==> config.mk <==
export PLATFORM = sky130hd
export DESIGN_NAME = mouse_pkt_encoder
export DESIGN_NICKNAME = d
export VERILOG_FILES = /design/src/rtl/mouse_pkt_pkg.sv /design/src/rtl/mouse_pkt_ctrl.sv /design/src/rtl/mouse_pkt_datapath.sv /design/src/rtl/mouse_pkt_fifo.sv /design/src/rtl/mouse_pkt_encoder.sv
export SDC_FILE = /design/constraint.sdc
export NUM_CORES = 1
export LEC_CHECK = 0
export BUFFER_PORTS_ARGS = -buffer_cell sky130_fd_sc_hd__buf_2
export CORE_ASPECT_RATIO = 0.6
export CORE_MARGIN = 8
export CORE_UTILIZATION = 53
export DETAILED_ROUTE_END_ITERATION = 12
export PLACE_DENSITY = 0.83
export SETUP_SLACK_MARGIN = 0.15
export SKIP_CTS_REPAIR_TIMING = 1
export SLEW_MARGIN = 40
export SYNTH_ARGS = -nofsm -noshare
export SYNTH_HDL_FRONTEND = slang
export SYNTH_SLANG_ARGS = --single-unit
export TNS_END_PERCENT = 20
==> constraint.sdc <==
create_clock -name clk -period 2.5 [get_ports clk]
set_clock_uncertainty 0.15 [all_clocks]
set_input_delay 0.5 -clock clk [delete_from_list [all_inputs] [get_ports clk]]
set_output_delay 0.5 -clock clk [all_outputs]
set_load 0.1 [all_outputs]
==> src/rtl/mouse_pkt_pkg.sv <==
package mouse_pkt_pkg;

  localparam int PKT_LEN = 5;

  typedef enum logic [2:0] {
    SEL_HDR  = 3'd0,
    SEL_DX   = 3'd1,
    SEL_DY   = 3'd2,
    SEL_PAD0 = 3'd3,
    SEL_PAD1 = 3'd4
  } byteSel_t;

  typedef struct packed {
    logic     capture;
    logic     push;
    byteSel_t sel;
  } ctrlStrobes_t;

endpackage

==> src/rtl/mouse_pkt_ctrl.sv <==
module mouse_pkt_ctrl
  import mouse_pkt_pkg::*;
(
  input  logic         clk,
  input  logic         rstN,
  input  logic         evtStrobe,
  output ctrlStrobes_t strb,
  output logic         busy
);

  typedef enum logic {ST_IDLE, ST_SEND} state_t;

  localparam logic [2:0] LAST_IDX = 3'(PKT_LEN - 1);

  state_t     state;
  logic [2:0] byteIdx;

  always_ff @(posedge clk) begin
    if (!rstN) begin
      state   <= ST_IDLE;
      byteIdx <= '0;
    end else begin
      case (state)
        ST_IDLE: begin
          byteIdx <= '0;
          if (evtStrobe) state <= ST_SEND;
        end
        default: begin
          if (byteIdx == LAST_IDX) begin
            state   <= ST_IDLE;
            byteIdx <= '0;
          end else begin
            byteIdx <= byteIdx + 3'd1;
          end
        end
      endcase
    end
  end

  always_comb begin
    strb.capture = (state == ST_IDLE) && evtStrobe;
    strb.push    = (state == ST_SEND);
    strb.sel     = byteSel_t'(byteIdx);
    busy         = (state == ST_SEND);
  end

  // a capture is followed by the header push
  assert_capture_start_R5: assert property (@(posedge clk) disable iff (!rstN)
    strb.capture |=> (strb.push && strb.sel == SEL_HDR));

  // bytes advance one per cycle until the last
  assert_push_seq_R5: assert property (@(posedge clk) disable iff (!rstN)
    (strb.push && strb.sel != SEL_PAD1) |=> (strb.push && strb.sel == byteSel_t'($past(strb.sel) + 3'd1)));

  // a strobe during a packet never restarts it
  assert_ignore_busy_R6: assert property (@(posedge clk) disable iff (!rstN)
    (busy && evtStrobe && strb.sel != SEL_PAD1) |=> (strb.sel != SEL_HDR));

endmodule

==> src/rtl/mouse_pkt_datapath.sv <==
module mouse_pkt_datapath
  import mouse_pkt_pkg::*;
#(
  parameter int DELTA_W = 10
) (
  input  logic               clk,
  input  logic               rstN,
  input  ctrlStrobes_t       strb,
  input  logic [DELTA_W-1:0] dxIn,
  input  logic [DELTA_W-1:0] dyIn,
  input  logic               btnLeft,
  input  logic               btnMid,
  input  logic               btnRight,
  output logic               wrValid,
  output logic [7:0]         wrByte
);

  localparam int EXT_W = DELTA_W + 1;
  localparam logic signed [EXT_W-1:0] POS_LIM = EXT_W'(127);
  localparam logic signed [EXT_W-1:0] NEG_LIM = -EXT_W'(127);

  logic signed [EXT_W-1:0] dxExt, dyNeg;
  logic [7:0] dxSat, dySat, hdrNext;
  logic [7:0] hdrReg, dxReg, dyReg;

  always_comb begin
    dxExt = EXT_W'($signed(dxIn));
    dyNeg = -EXT_W'($signed(dyIn));
    if (dxExt > POS_LIM)      dxSat = 8'h7F;
    else if (dxExt < NEG_LIM) dxSat = 8'h81;
    else                      dxSat = dxExt[7:0];
    if (dyNeg > POS_LIM)      dySat = 8'h7F;
    else if (dyNeg < NEG_LIM) dySat = 8'h81;
    else                      dySat = dyNeg[7:0];
    hdrNext = {5'b10000, ~btnLeft, ~btnMid, ~btnRight};
  end

  always_ff @(posedge clk) begin
    if (!rstN) begin
      hdrReg <= 8'h87;
      dxReg  <= '0;
      dyReg  <= '0;
    end else if (strb.capture) begin
      hdrReg <= hdrNext;
      dxReg  <= dxSat;
      dyReg  <= dySat;
    end
  end

  always_comb begin
    wrValid = strb.push;
    case (strb.sel)
      SEL_HDR: wrByte = hdrReg;
      SEL_DX:  wrByte = dxReg;
      SEL_DY:  wrByte = dyReg;
      default: wrByte = 8'h00;
    endcase
  end

  // header keeps its sync pattern
  assert_hdr_sync_R1: assert property (@(posedge clk) disable iff (!rstN)
    hdrReg[7:3] == 5'b10000);

  // clamped horizontal never reaches -128
  assert_dx_sat_R2: assert property (@(posedge clk) disable iff (!rstN)
    dxReg != 8'h80);

  // clamped vertical never reaches -128
  assert_dy_sat_R3: assert property (@(posedge clk) disable iff (!rstN)
    dyReg != 8'h80);

  // captured values hold while a packet is out
  assert_hold_R6: assert property (@(posedge clk) disable iff (!rstN)
    (strb.push && $past(strb.push)) |-> ($stable(hdrReg) && $stable(dxReg) && $stable(dyReg)));

endmodule

==> src/rtl/mouse_pkt_fifo.sv <==
module mouse_pkt_fifo #(
  parameter int DEPTH = 8
) (
  input  logic                       clk,
  input  logic                       rstN,
  input  logic                       wrValid,
  input  logic [7:0]                 wrByte,
  input  logic                       rdEn,
  output logic [7:0]                 rdData,
  output logic                       rxAvail,
  output logic [$clog2(DEPTH+1)-1:0] fillCount
);

  localparam int PTR_W = (DEPTH > 1) ? $clog2(DEPTH) : 1;
  localparam int CNT_W = $clog2(DEPTH + 1);
  localparam logic [PTR_W-1:0] LAST_PTR = PTR_W'(DEPTH - 1);
  localparam logic [CNT_W-1:0] FULL_CNT = CNT_W'(DEPTH);

  logic [7:0]       mem [DEPTH];
  logic [PTR_W-1:0] wrPtr, rdPtr;
  logic [CNT_W-1:0] count;
  logic             doPush, doPop;

  always_comb begin
    doPush = wrValid && (count != FULL_CNT);
    doPop  = rdEn && (count != '0);
  end

  always_ff @(posedge clk) begin
    if (doPush) mem[wrPtr] <= wrByte;
  end

  always_ff @(posedge clk) begin
    if (!rstN) begin
      wrPtr <= '0;
      rdPtr <= '0;
      count <= '0;
    end else begin
      if (doPush) wrPtr <= (wrPtr == LAST_PTR) ? '0 : wrPtr + PTR_W'(1);
      if (doPop)  rdPtr <= (rdPtr == LAST_PTR) ? '0 : rdPtr + PTR_W'(1);
      case ({doPush, doPop})
        2'b10:   count <= count + CNT_W'(1);
        2'b01:   count <= count - CNT_W'(1);
        default: count <= count;
      endcase
    end
  end

  always_comb begin
    rdData    = mem[rdPtr];
    rxAvail   = (count != '0);
    fillCount = count;
  end

  // occupancy bounded by the depth
  assert_no_overflow_R7: assert property (@(posedge clk) disable iff (!rstN)
    count <= FULL_CNT);

  // an offer into a full queue without a read leaves it full
  assert_full_drop_R7: assert property (@(posedge clk) disable iff (!rstN)
    (wrValid && count == FULL_CNT && !rdEn) |=> (count == FULL_CNT));

  // a stored byte raises the available flag
  assert_avail_R8: assert property (@(posedge clk) disable iff (!rstN)
    (wrValid && !rdEn) |=> rxAvail);

  // reading an empty queue does nothing
  assert_empty_read_R8: assert property (@(posedge clk) disable iff (!rstN)
    (rdEn && count == '0 && !wrValid) |=> (count == '0));

  // pointers stay inside the depth
  assert_ptr_wrap_R9: assert property (@(posedge clk) disable iff (!rstN)
    (wrPtr <= LAST_PTR) && (rdPtr <= LAST_PTR));

endmodule

==> src/rtl/mouse_pkt_encoder.sv <==
module mouse_pkt_encoder
  import mouse_pkt_pkg::*;
#(
  parameter int DELTA_W = 10,
  parameter int DEPTH   = 8
) (
  input  logic                       clk,
  input  logic                       rstN,
  input  logic                       evtStrobe,
  input  logic [DELTA_W-1:0]         dxIn,
  input  logic [DELTA_W-1:0]         dyIn,
  input  logic                       btnLeft,
  input  logic                       btnMid,
  input  logic                       btnRight,
  output logic                       busy,
  input  logic                       rdEn,
  output logic [7:0]                 rdData,
  output logic                       rxAvail,
  output logic [$clog2(DEPTH+1)-1:0] fillCount
);

  ctrlStrobes_t strb;
  logic         wrValid;
  logic [7:0]   wrByte;

  mouse_pkt_ctrl uCtrl (
    .clk(clk), .rstN(rstN), .evtStrobe(evtStrobe), .strb(strb), .busy(busy)
  );

  mouse_pkt_datapath #(.DELTA_W(DELTA_W)) uDp (
    .clk(clk), .rstN(rstN), .strb(strb), .dxIn(dxIn), .dyIn(dyIn),
    .btnLeft(btnLeft), .btnMid(btnMid), .btnRight(btnRight),
    .wrValid(wrValid), .wrByte(wrByte)
  );

  mouse_pkt_fifo #(.DEPTH(DEPTH)) uFifo (
    .clk(clk), .rstN(rstN), .wrValid(wrValid), .wrByte(wrByte),
    .rdEn(rdEn), .rdData(rdData), .rxAvail(rxAvail), .fillCount(fillCount)
  );

endmodule

Word-level counts from Yosys, hierarchy flattened
Memories as Yosys holds them, arrays and structs flattened. A register that Yosys moved wholly into a read port is not among the register bits.
Index checks and enable logic that the tools add are counted.
{ "classes": {"reduce_logical": 7, "magnitude_cmp": 4, "n_addsub": 6, "bitwise": 5, "n_mux": 15, "n_eq_ne": 8} }
{ "ops": {"columns": ["operator", "n"], "rows": [
  ["8-bit 2-to-1 mux", 4],
  ["8-bit case mux with 3 select lines", 1],
  ["3-bit 2-to-1 mux", 4],
  ["11-bit by 8-bit > comparator with 1-bit output, second input constant", 1],
  ["11-bit by 8-bit < comparator with 1-bit output, second input constant", 1],
  ["10-bit negator with 11-bit output", 1],
  ["10-bit by 8-bit > comparator with 1-bit output, second input constant", 1],
  ["10-bit by 8-bit < comparator with 1-bit output, second input constant", 1],
  ["3-bit by 1-bit adder with 3-bit output, second input constant", 3],
  ["3-bit == test, second input constant", 3],
  ["4-bit case mux with 2 select lines", 1],
  ["1-bit 2-to-1 mux", 5],
  ["1-bit inverter", 5],
  ["4-bit by 1-bit adder with 4-bit output, second input constant", 1],
  ["4-bit inequality test, second input constant", 1],
  ["4-bit nonzero test", 1],
  ["4-bit by 1-bit subtractor with 4-bit output, second input constant", 1],
  ["3-bit by 1-bit == test with 1-bit output, second input constant", 1],
  ["3-bit by 2-bit == test with 1-bit output, second input constant", 1],
  ["1-bit logical AND", 3],
  ["3-bit logical NOT", 1],
  ["3-bit OR reduction", 1],
  ["2-bit by 1-bit == test with 1-bit output, second input constant", 1],
  ["2-bit == test, second input constant", 1],
  ["2-bit nonzero test", 1]
]} }
{ "word_totals": {"ram_bits": 64, "input_bits": 27, "n_memories": 1, "out_inout_bits": 14, "ff_bits": 33, "wordCells": 54} }
{ "memory_table": {"columns": ["name", "words", "width", "read_ports", "rd_ports_with_merged_regs", "write_ports", "line_no", "text"], "rows": [
  ["uFifo.mem", 8, 8, 1, 1, 1, "mouse_pkt_fifo.sv:19", "logic [7:0] mem [DEPTH];"]
]} }

Longest topological paths before layout
Gate-level depths: netlist of run 1.
{ "depth": {"word_depth": 4, "ltp_mapped": 10, "ltp_nobuf": 10} }

By module
A second synthesis of run 1 with hierarchy kept.
{ "unflattened": {"cells_unflattened": 361, "area_unflattened_um2": 4670.7} }
{ "by_module_without_submodules": {"columns": ["mod", "area_each_um2", "instances", "cells_per_inst", "seq_area_each_um2"], "rows": [
  ["mouse_pkt_fifo", 3170.5, 1, 170, 2182.1],
  ["mouse_pkt_datapath", 1312.5, 1, 172, 380.4],
  ["mouse_pkt_ctrl", 187.7, 1, 19, 80.1]
]} }

Least setup slack after synthesis of run 1
Ideal clock, no wire load.
{ "synth_timing": {"path_type": "register to register", "start": "reg uFifo.count[0] (netlist: uFifo.fillCount[0])", "end": "reg uFifo.count[3] (netlist: uFifo.fillCount[3])", "setup_time_ns": 0.076, "stages_incl_launch_ff": 11, "period_less_slack_ns": 3.715, "n_path_buf": 0, "t_arrival_ns": 3.489, "slack_ns": -1.215, "required_ns": 2.274, "path_cell_list": "dfxtp_1 or4_1 nand2_1 inv_1 ha_1 ha_1 a21o_1 a21oi_1 xnor2_1 or3_1 a21boi_0"} }
{ "synth_via": {"elab_chain_len": 4, "word_cells_on_any_way": 10, "cone_classes": "add/sub (2); eq/ne (3); mux (1); reduce/logical (4)"} }
{ "synth_lines": {"columns": ["element", "line_no", "text"], "rows": [
  ["from (decl)", "mouse_pkt_fifo.sv:21", "logic [CNT_W-1:0] count;"],
  ["from (signal assigned)", "mouse_pkt_fifo.sv:42", "2'b10: count <= count + CNT_W'(1);"],
  ["from (signal assigned)", "mouse_pkt_fifo.sv:43", "2'b01: count <= count - CNT_W'(1);"],
  ["from (signal assigned)", "mouse_pkt_fifo.sv:44", "default: count <= count;"],
  ["4-bit nonzero test *", null, null],
  ["via rxAvail", "mouse_pkt_encoder.sv:18", "output logic rxAvail,"],
  ["1-bit logical AND *", "mouse_pkt_fifo.sv:26", "doPop = rdEn && (count != '0);"],
  ["2-bit by 1-bit == test with 1-bit output / 2-bit == test (equally long branches)", "mouse_pkt_fifo.sv:41", "case ({doPush, doPop})"],
  ["4-bit case mux with 2 select lines / 2-bit nonzero test (equally long branches)", null, null]
]} }
The timed path passes the listed nets; every way through them passes the cells marked *.
A chain may end at the register's enable or synchronous reset.

==> results of run 1 <==
-- worst max-delay path: cells and delay by family (launching register included) --
family	cells	cell delay (ns)
buffers and inverters	2	0.36
DFF	1	0.38
muxes	2	0.78
-- layout make-up --
type                       count  area (um^2)
clock inverter                 3        46.29
clock buffer                  13        260.3
sequential                   100         2660
inverter                      11        43.79
timing repair buffer          70        516.7
fill                         595         2913
multi-input combinational    219         1813
tap                          112        140.1
-- registers in the layout, indices dropped and copies added (netlist names), named ones only --
name / flops
uDp.dxReg: 8
uDp.hdrReg: 3
uCtrl.busy: 1
uDp.dyReg: 8
uCtrl.byteIdx: 3
uFifo.mem: 64
uFifo.wrPtr: 3
uFifo.rdPtr: 3
uFifo.fillCount: 4
-- per-stage QoR --
| stage | setup slack [ns] | setup TNS (ns) | power (W) | hold WS (ns) |
|---|---|---|---|---|
| after floorplan | -0.2878 | -1.605 | 0.003375 | 0.2805 |
| after global placement | -0.008442 | -0.008442 | 0.003680 | 0.2900 |
| after detailed placement | -0.09654 | -0.3323 | 0.003730 | 0.3012 |
| after CTS | -0.1674 | -1.223 | 0.005138 | 0.2094 |
| after global routing | -0.06909 | -0.4961 | 0.005468 | 0.2173 |
| final | -0.01526 | -0.03321 | 0.005259 | 0.2200 |
-- cells in the final DEF (no fill, tap or decap), types with 7 or more instances in the layout --
cell type / n
buf_4: 28
dfxtp_1: 30
mux2_2: 8
nor3_1: 7
a21boi_0: 9
nand2_1: 32
buf_2: 32
edfxtp_1: 64
nor2_1: 20
mux4_2: 16
nor2b_1: 9
clkbuf_16: 10
ha_1: 11
inv_1: 10
o21ai_0: 18
-- logic make-up after synthesis --
group,Yosys count,synth area share (%)
compound gates,70,11.47
xor+xnor,8,1.552
fa+ha+maj,14,4.047
buf+inv,28,2.522
flops,100,58.54
mux,27,10.64
simple gates,100,11.23
-- per-layer routing --
| layer | track usage (%) | vias up | share of wire, % |
|---|---|---|---|
| li1 | - | 1447 | - |
| met1 | 23.32 | 1511 | 45 |
| met2 | 27.07 | 118 | 47 |
| met3 | 5.127 | 14 | 7.6 |
| met4 | 5.210 | 0 | 1.1 |
| met5 | 0 | - | 0 |
-- path summary, 6_finish.rpt --
path / startpoint / endpoint / slack, ns / cells after the start
hold / removal: btnLeft / uDp.hdrReg[2]$_SDFFE_PN1P_ / 0.22 / 2
hold reg to reg: uDp.dxReg[1]$_SDFFE_PN0P_ / uDp.dxReg[1]$_SDFFE_PN0P_ / 0.31 / 2
setup / recovery: flop / rdData[5] / -0.02 / 4
setup reg to reg: uFifo.fillCount[1]$_SDFFE_PN0P_ / uFifo.fillCount[3]$_SDFFE_PN0P_ / 0.07 / 10
-- power by group through the flow --
stage	logic [W]	registers [W]	clock network (W)
after detailed placement	0.00174	0.00198	0
after CTS	0.00175	0.00195	0.00143
after global routing	0.00200	0.00198	0.00149
final	0.00189	0.00196	0.00141
after floorplan	0.00122	0.00216	0
after global placement	0.00171	0.00197	0
==> flow_summary.toml, run 1 <==
[hold_path]
hp-class = "in -> reg"

[critical_path]
cp-start-kind = "flop"
worstPathMaxFanout = 8
worst_path_largest_cell_delay_ns = 0.48
cp.arrival_ns = 1.87
critPathSlowestCell = "mux4_2"
path_cells = "clkbuf_16, mux4_2, mux2_2, buf_6"
cp_data_required_time_ns = 1.85
worst_setup_path_end_kind = "output pin"
worst-setup-path-type = "reg -> out"

[finish]
antennaDiodeCount = 0
design_area_mm2 = 0.005480
drive_above_1_share_pct = 30.53
area_delta_synth_final_pct = 21.40
nNetsFinal = 452
fin_util_pct = 65.30
instances_no_fill = 528

[floorplan]
initial_core_util_pct = 53.79
dieArea_mm2 = 0.01182
rows = 26
ioPinCount = 41
core_region_area_mm2 = 0.008393
die_w_um = 135.1
die_y_um = 87.49

[synth]
synth_nets = 388
yosys_warnings = 0
syn_area_per_cell_um2 = 13.01
synth_edf_count = 64
yosysTopAreaCell = "edfxtp_1"
ys_ff_latch = 100
synth_area_mm2 = 0.004514
synth_area_leaders = "edfxtp_1 43%, dfxtp_1 16%, mux4_2 8.0%"
synth_flop_cell = "edfxtp_1"
synthCells = 347
synth_top_area_share_pct = 42.57
yosys-top-cells-count = "64 x edfxtp_1, 36 x dfxtp_1, 33 x nand2_1, 20 x nor2_1, 18 x o21ai_0"
synthDistinctLibCells = 54
seq_area_frac_synth_pct = 58.54
yosysMostFrequentCell = "edfxtp_1"
synth_async_sr_flop_share_pct = 0

[timing]
hold_viol_final = 0
drv_slew = 0
max_slew_margin_pct = 49.83
layout_setup_ws_ns = -0.01526
setup_violations = 5
rsz0062_at_grt = "yes"
period_share_pct = 100.6
layout_min_cycle_time_ns = 2.515
worst_pin_slew_ns = 0.7469
max_freq_mhz = 397.6

[status]
violations = "negative setup slack"
status = "finished with violations"

[grt]
grt_pass1_wl_um = 15680
antenna_found_initial = 0
overflow = 0
grt_util_all_layers_pct = 17.50
grt_pass1_vias = 3022
grt_max_degree = 25

[power]
p_sw_share_pct = 35.66
internal_power_w = 0.003383
cellPowerDensity_mw_per_mm2 = 959.6
p_leak_nw = 1.955
combinationalPowerShare_pct = 35.9
pwr-share-seq_pct = 37.3
ir_drop_mv = 0.5529
p_switching_w = 0.001876
p_clk_share_pct = 26.8

[route]
vias = 3090
ant_nets = 0
routedWlPerCell_um = 18.80
via_per_inst = 5.852
drc_errors = 0
drtIter0Drc = 290
dr.pass1.iters = 5
routed_wl_um = 9927

[run]
cap_violations = 0

[clock_network]
numCtsBuffers = 9
cts_root_buffer = "clkbuf_16"
cts_buffer_depth = 2
ctsHtreeMaxLevel = 3
clkTransAtPathRegs_ns = 0.06
cts_tree = "done"
numClockSinks = 100
clkLatencyLatePin_ns = 0.35

[place]
gp_congestion = 0.9012
dpl.hpwl_um = 6995
port_buffers = 40
dp.cells = 511
dpl_cell_area_mm2 = 0.005071
(Power assumes the default switching activity.)
==> inputs of run 2 (changes only) <==
--- a/config.mk
+++ b/config.mk
@@ -10,7 +10,7 @@
 export CORE_MARGIN = 8
 export CORE_UTILIZATION = 53
 export DETAILED_ROUTE_END_ITERATION = 12
-export PLACE_DENSITY = 0.83
+export PLACE_DENSITY_LB_ADDON = 0.05
 export SETUP_SLACK_MARGIN = 0.15
 export SKIP_CTS_REPAIR_TIMING = 1
 export SLEW_MARGIN = 40
==> run 2 against run 1 <==
Effect of this change: the run still ends with negative setup slack left; sequential share of layout area grew 0.12 points; die area unchanged; final cell count shrank 0.57%; power is 0.51% higher; flip-flop and latch count unchanged; via count fell by 3.4%; non-clock buffer count shrank 3; critical endpoint is now rdData[4].
==> flow_summary.toml, run 2 (synthesized netlist as in run 1, its figures left out) <==
[route]
drc_errors = 0
routedWlPerCell_um = 18.61
vias = 2985
ant_nets = 0
drtIter0Drc = 214
routed_wl_um = 9770
dr.pass1.iters = 5
via_per_inst = 5.686

[floorplan]
ioPinCount = 41
die_y_um = 87.49
rows = 26
initial_core_util_pct = 53.79
core_region_area_mm2 = 0.008393
dieArea_mm2 = 0.01182
die_w_um = 135.1

[grt]
overflow = 0
grt_pass1_vias = 2976
antenna_found_initial = 0
grt_max_degree = 33
grt_util_all_layers_pct = 17.24
grt_pass1_wl_um = 15600
grt_use_met2_pct = 26.67
top_usage_layer = "met2"
grtUsageMet1_pct = 23.83
use_met3_pct = 4.263

[place]
gp_congestion = 0.8852
dpl.hpwl_um = 6889
dpl_cell_area_mm2 = 0.005040
port_buffers = 40

[hold_path]
min_from = "btnRight"
hp-class = "in -> reg"

[finish]
layout.cells.most_common = "edfxtp_1"
drive_above_1_share_pct = 30.51
largest_reg_flops = 64
area_delta_synth_final_pct = 21.09
reg_top3 = "uFifo.mem x64, uDp.dxReg x8, uDp.dyReg x8"
layout_common_cells = "64 x edfxtp_1, 32 x nand2_1, 32 x buf_2"
design_area_mm2 = 0.005466
top_register = "uFifo.mem"
fin_util_pct = 65.13
antennaDiodeCount = 0
nNetsFinal = 449

[status]
status = "finished with violations"
violations = "negative setup slack"

[timing]
worst_hold_slack_ns = 0.2207
rsz0062_at_grt = "yes"
layout_setup_ws_ns = -0.02469
setup_violations = 5
max_freq_mhz = 396.1
drv_slew = 0
max_slew_margin_pct = 56.71
hold_viol_final = 0
worst_pin_slew_ns = 0.6480
layout_min_cycle_time_ns = 2.525
period_share_pct = 101.0

[clock_network]
numClockSinks = 100
cts_buffer_depth = 2
cts_root_buffer = "clkbuf_16"
ctsHtreeMaxLevel = 3
clkLatencyLatePin_ns = 0.34
numCtsBuffers = 9
cts_tree = "done"
clkTransAtPathRegs_ns = 0.06

[critical_path]
path_cells = "buf_12, mux4_2, mux2_2, buf_6"
crit_family = "multiplexers"
worst_path_largest_cell_delay_ns = 0.52
critPathSlowestCell = "mux4_2"
cp_data_required_time_ns = 1.85
r2r_start = "uFifo.fillCount[1]$_SDFFE_PN0P_"
worst-setup-path-type = "reg -> out"
worstPathMaxFanout = 8
cp-start-kind = "flop"
worst_setup_path_end_kind = "output pin"
cp.arrival_ns = 1.87
crit_buf_inv = 2

[power]
ir_drop_mv = 0.5244
cellPowerDensity_mw_per_mm2 = 967.0
power_w = 0.005286
p_leak_nw = 1.939

[run]
cap_violations = 0
-- run 2: final cells by class --
| cell class | instances | area [um^2] |
|---|---|---|
| Tap cell | 112 | 140.1 |
| Clock buffer | 9 | 225.2 |
| Clock inverter | 7 | 91.34 |
| Timing Repair Buffer | 67 | 498.0 |
| Sequential cell | 100 | 2660 |
| Fill cell | 636 | 2927 |
| Multi-Input combinational cell | 219 | 1808 |
| Inverter | 11 | 43.79 |
-- run 2: power by group --
part / internal [W] / leakage (nW) / switching, W
combinational: 0.000671 / 0.951 / 0.00122
clock: 0.000870 / 0.145 / 0.000568
sequential: 0.00188 / 0.843 / 0.0000765
total: 0.00342 / 1.94 / 0.00186
-- run 2: metal layers --
metal / share of wire (%) / vias to the layer above
li1: - / 1438
met5: 0 / -
met2: 45 / 72
met4: 0.89 / 0
met3: 7.2 / 9
met1: 47 / 1466
-- run 2: final timing paths --
| path | to | slack [ns] | depth (start not counted) |
|---|---|---|---|
| setup / recovery | rdData[4] | -0.02 | 4 |
| hold / removal | uDp.hdrReg[0]$_SDFFE_PN1P_ | 0.22 | 2 |
| setup reg to reg | uFifo.fillCount[3]$_SDFFE_PN0P_ | 0.06 | 10 |
| hold reg to reg | uDp.dxReg[1]$_SDFFE_PN0P_ | 0.31 | 2 |
-- run 2: stage by stage --
stage | setup slack, ns | cells | TNS [ns]
2_1_floorplan | -0.2878 | 347 | -1.605
3_3_place_gp | -0.03257 | 508 | -0.03257
3_5_place_dp | -0.06324 | 508 | -0.1944
4_1_cts | -0.1840 | 524 | -1.255
5_1_grt | -0.08546 | 525 | -0.6106
6_report | -0.02469 | 525 | -0.06746
==> inputs of run 3 (changes only) <==
--- a/config.mk
+++ b/config.mk
@@ -6,9 +6,10 @@
 export NUM_CORES = 1
 export LEC_CHECK = 0
 export BUFFER_PORTS_ARGS = -buffer_cell sky130_fd_sc_hd__buf_2
+export CAP_MARGIN = 20
 export CORE_ASPECT_RATIO = 0.6
 export CORE_MARGIN = 8
-export CORE_UTILIZATION = 53
+export CORE_UTILIZATION = 59
 export DETAILED_ROUTE_END_ITERATION = 12
 export PLACE_DENSITY_LB_ADDON = 0.05
 export SETUP_SLACK_MARGIN = 0.15
==> constraint.sdc (replaced) <==
create_clock -name clk -period 2.9 [get_ports clk]
set_clock_uncertainty 0.15 [all_clocks]
set_input_delay 0.58 -clock clk [delete_from_list [all_inputs] [get_ports clk]]
set_output_delay 0.58 -clock clk [all_outputs]
set_load 0.1 [all_outputs]
==> run 3 against run 2 <==
Effect of this change: the run now ends clean; worst setup slack improved by 0.20 ns; non-clock buffer count decreased by 12; clock power decreased by 25%.
==> flow_summary.toml, run 3 (synthesized netlist as in run 1, its figures left out) <==
[grt]
antenna_found_initial = 0
grt_max_degree = 22
grt_pass1_wl_um = 15150
grt_util_all_layers_pct = 18.16
overflow = 0
grt_pass1_vias = 2961

[timing]
layout_min_cycle_time_ns = 2.723
hold_viol_final = 0
max_slew_margin_pct = 57.68
period_share_pct = 93.90
rsz0062_at_grt = "yes"
drv_slew = 0
fin_tns_setup_ns = 0
setup_violations = 0
worst_pin_slew_ns = 0.6335
max_freq_mhz = 367.2

[place]
port_buffers = 40
gp_congestion = 0.8764
dpl_cell_area_mm2 = 0.004941
dpl.hpwl_um = 6606

[status]
status = "finished clean"

[finish]
fillCellCount = 536
layout_common_cells = "64 x edfxtp_1, 37 x buf_2, 32 x nand2_1"
largest_reg_flops = 64
register_area_mm2 = 0.002656
nNetsFinal = 437
layout.cells.most_common = "edfxtp_1"
reg_top3 = "uFifo.mem x64, uDp.dxReg x8, uDp.dyReg x8"
antennaDiodeCount = 0
drive_above_1_share_pct = 27.18
top_register = "uFifo.mem"
fin_util_pct = 71.23
area_delta_synth_final_pct = 15.60
multi_input_area_mm2 = 0.001785
design_area_mm2 = 0.005219

[critical_path]
critPathSlowestCell = "mux4_2"
worstPathMaxFanout = 16
r2r_cells = 10
worst_setup_path_end_kind = "output pin"
r2r_start = "uFifo.fillCount[1]$_SDFFE_PN0P_"
r2r-end = "uFifo.fillCount[3]$_SDFFE_PN0P_"
cp_data_required_time_ns = 2.17
path_cells = "buf_12, mux4_2, mux2_2, buf_2"
r2r_slack_ns = 0.37
worst_path_largest_cell_delay_ns = 0.53
cp-start-kind = "flop"
worst-setup-path-type = "reg -> out"
cp.arrival_ns = 1.99

[power]
cellPowerDensity_mw_per_mm2 = 810.7
internal_power_w = 0.002655
p_switching_w = 0.001576
p_clk_share_pct = 25.6
pwr-share-seq_pct = 39.9
p_leak_nw = 1.836
p_sw_share_pct = 37.26
ir_drop_mv = 0.4193
combinationalPowerShare_pct = 34.5

[route]
dr.pass1.iters = 5
routedWlPerCell_um = 18.44
via_per_inst = 5.988
drtIter0Drc = 245
vias = 3024
routed_wl_um = 9311
drc_errors = 0
ant_nets = 0

[hold_path]
hold_end = "uDp.hdrReg[2]$_SDFFE_PN1P_"
min_from = "btnLeft"
hp-class = "in -> reg"
hold_depth = 2

[clock_network]
clkTransAtPathRegs_ns = 0.06
numClockSinks = 100
cts_buffer_depth = 2
cts_root_buffer = "clkbuf_16"
cts_tree = "done"
ctsHtreeMaxLevel = 3
clkLatencyLatePin_ns = 0.34
numCtsBuffers = 9

[floorplan]
initial_core_util_pct = 61.61
dieArea_mm2 = 0.01080
die_y_um = 83.76
die_w_um = 128.9
core_region_area_mm2 = 0.007327
rows = 24
ioPinCount = 41

[run]
cap_violations = 0
## run 3: cell count changes in the layout (fill, tap and decap cells not counted), sizes merged
cell      change
buf          -13
bufinv        -2
clkbuf        +2
clkinv        +2
clkinvlp      -1
## run 3: worst max-delay path: cells and delay by family (launching register included)
kind                   cells  cell delay [ns]
flip-flops                 1             0.36
buffers and inverters      2             0.48
multiplexers               2             0.80
## run 3: layer usage
metal | vias to the layer above | routed length [um] | global-route usage (%)
met3 | 12 | 663 | 6.888
met4 | 0 | 101 | 4.666
met5 | - | 0 | 0
met2 | 104 | 4041 | 26.21
met1 | 1493 | 4504 | 24.98
li1 | 1415 | - | -
## run 3: power groups by stage
stage,clock network [W],registers (W),logic [W]
after floorplan,0,0.00186,0.00105
after global placement,0,0.00172,0.00144
after detailed placement,0,0.00172,0.00146
after CTS,0.00111,0.00169,0.00146
after global routing,0.00116,0.00170,0.00155
final,0.00108,0.00169,0.00146
## run 3: stage by stage
step / hold WS (ns) / setup slack, ns / power [W] / instances
floorplan: 0.2805 / 0.1122 / 0.002908 / 347
global placement: 0.2921 / 0.2038 / 0.003153 / 489
detailed placement: 0.2948 / 0.1171 / 0.003176 / 489
CTS: 0.2860 / 0.1472 / 0.004258 / 505
global route: 0.2878 / 0.1080 / 0.004412 / 505
finish: 0.2926 / 0.1769 / 0.004231 / 505
## run 3: cell type report
| class | instances | area share [%] |
|---|---|---|
| Sequential cell | 100 | 50.90 |
| Tap cell | 104 | 2.493 |
| Multi-Input combinational cell | 219 | 34.21 |
| Timing Repair Buffer | 55 | 6.377 |
| Inverter | 11 | 0.8391 |
| Clock inverter | 6 | 0.7912 |
| Clock buffer | 10 | 4.387 |
## run 3: how the worst max path moves through the flow
stage,endpoint,cells after the start
after detailed placement,uDp.dyReg[2]$_SDFFE_PN0P_,8
final,rdData[5],4
after floorplan,uFifo.fillCount[3]$_SDFFE_PN0P_,10
after global routing,rdData[4],4
after global placement,uDp.dyReg[2]$_SDFFE_PN0P_,6
after CTS,rdData[4],4
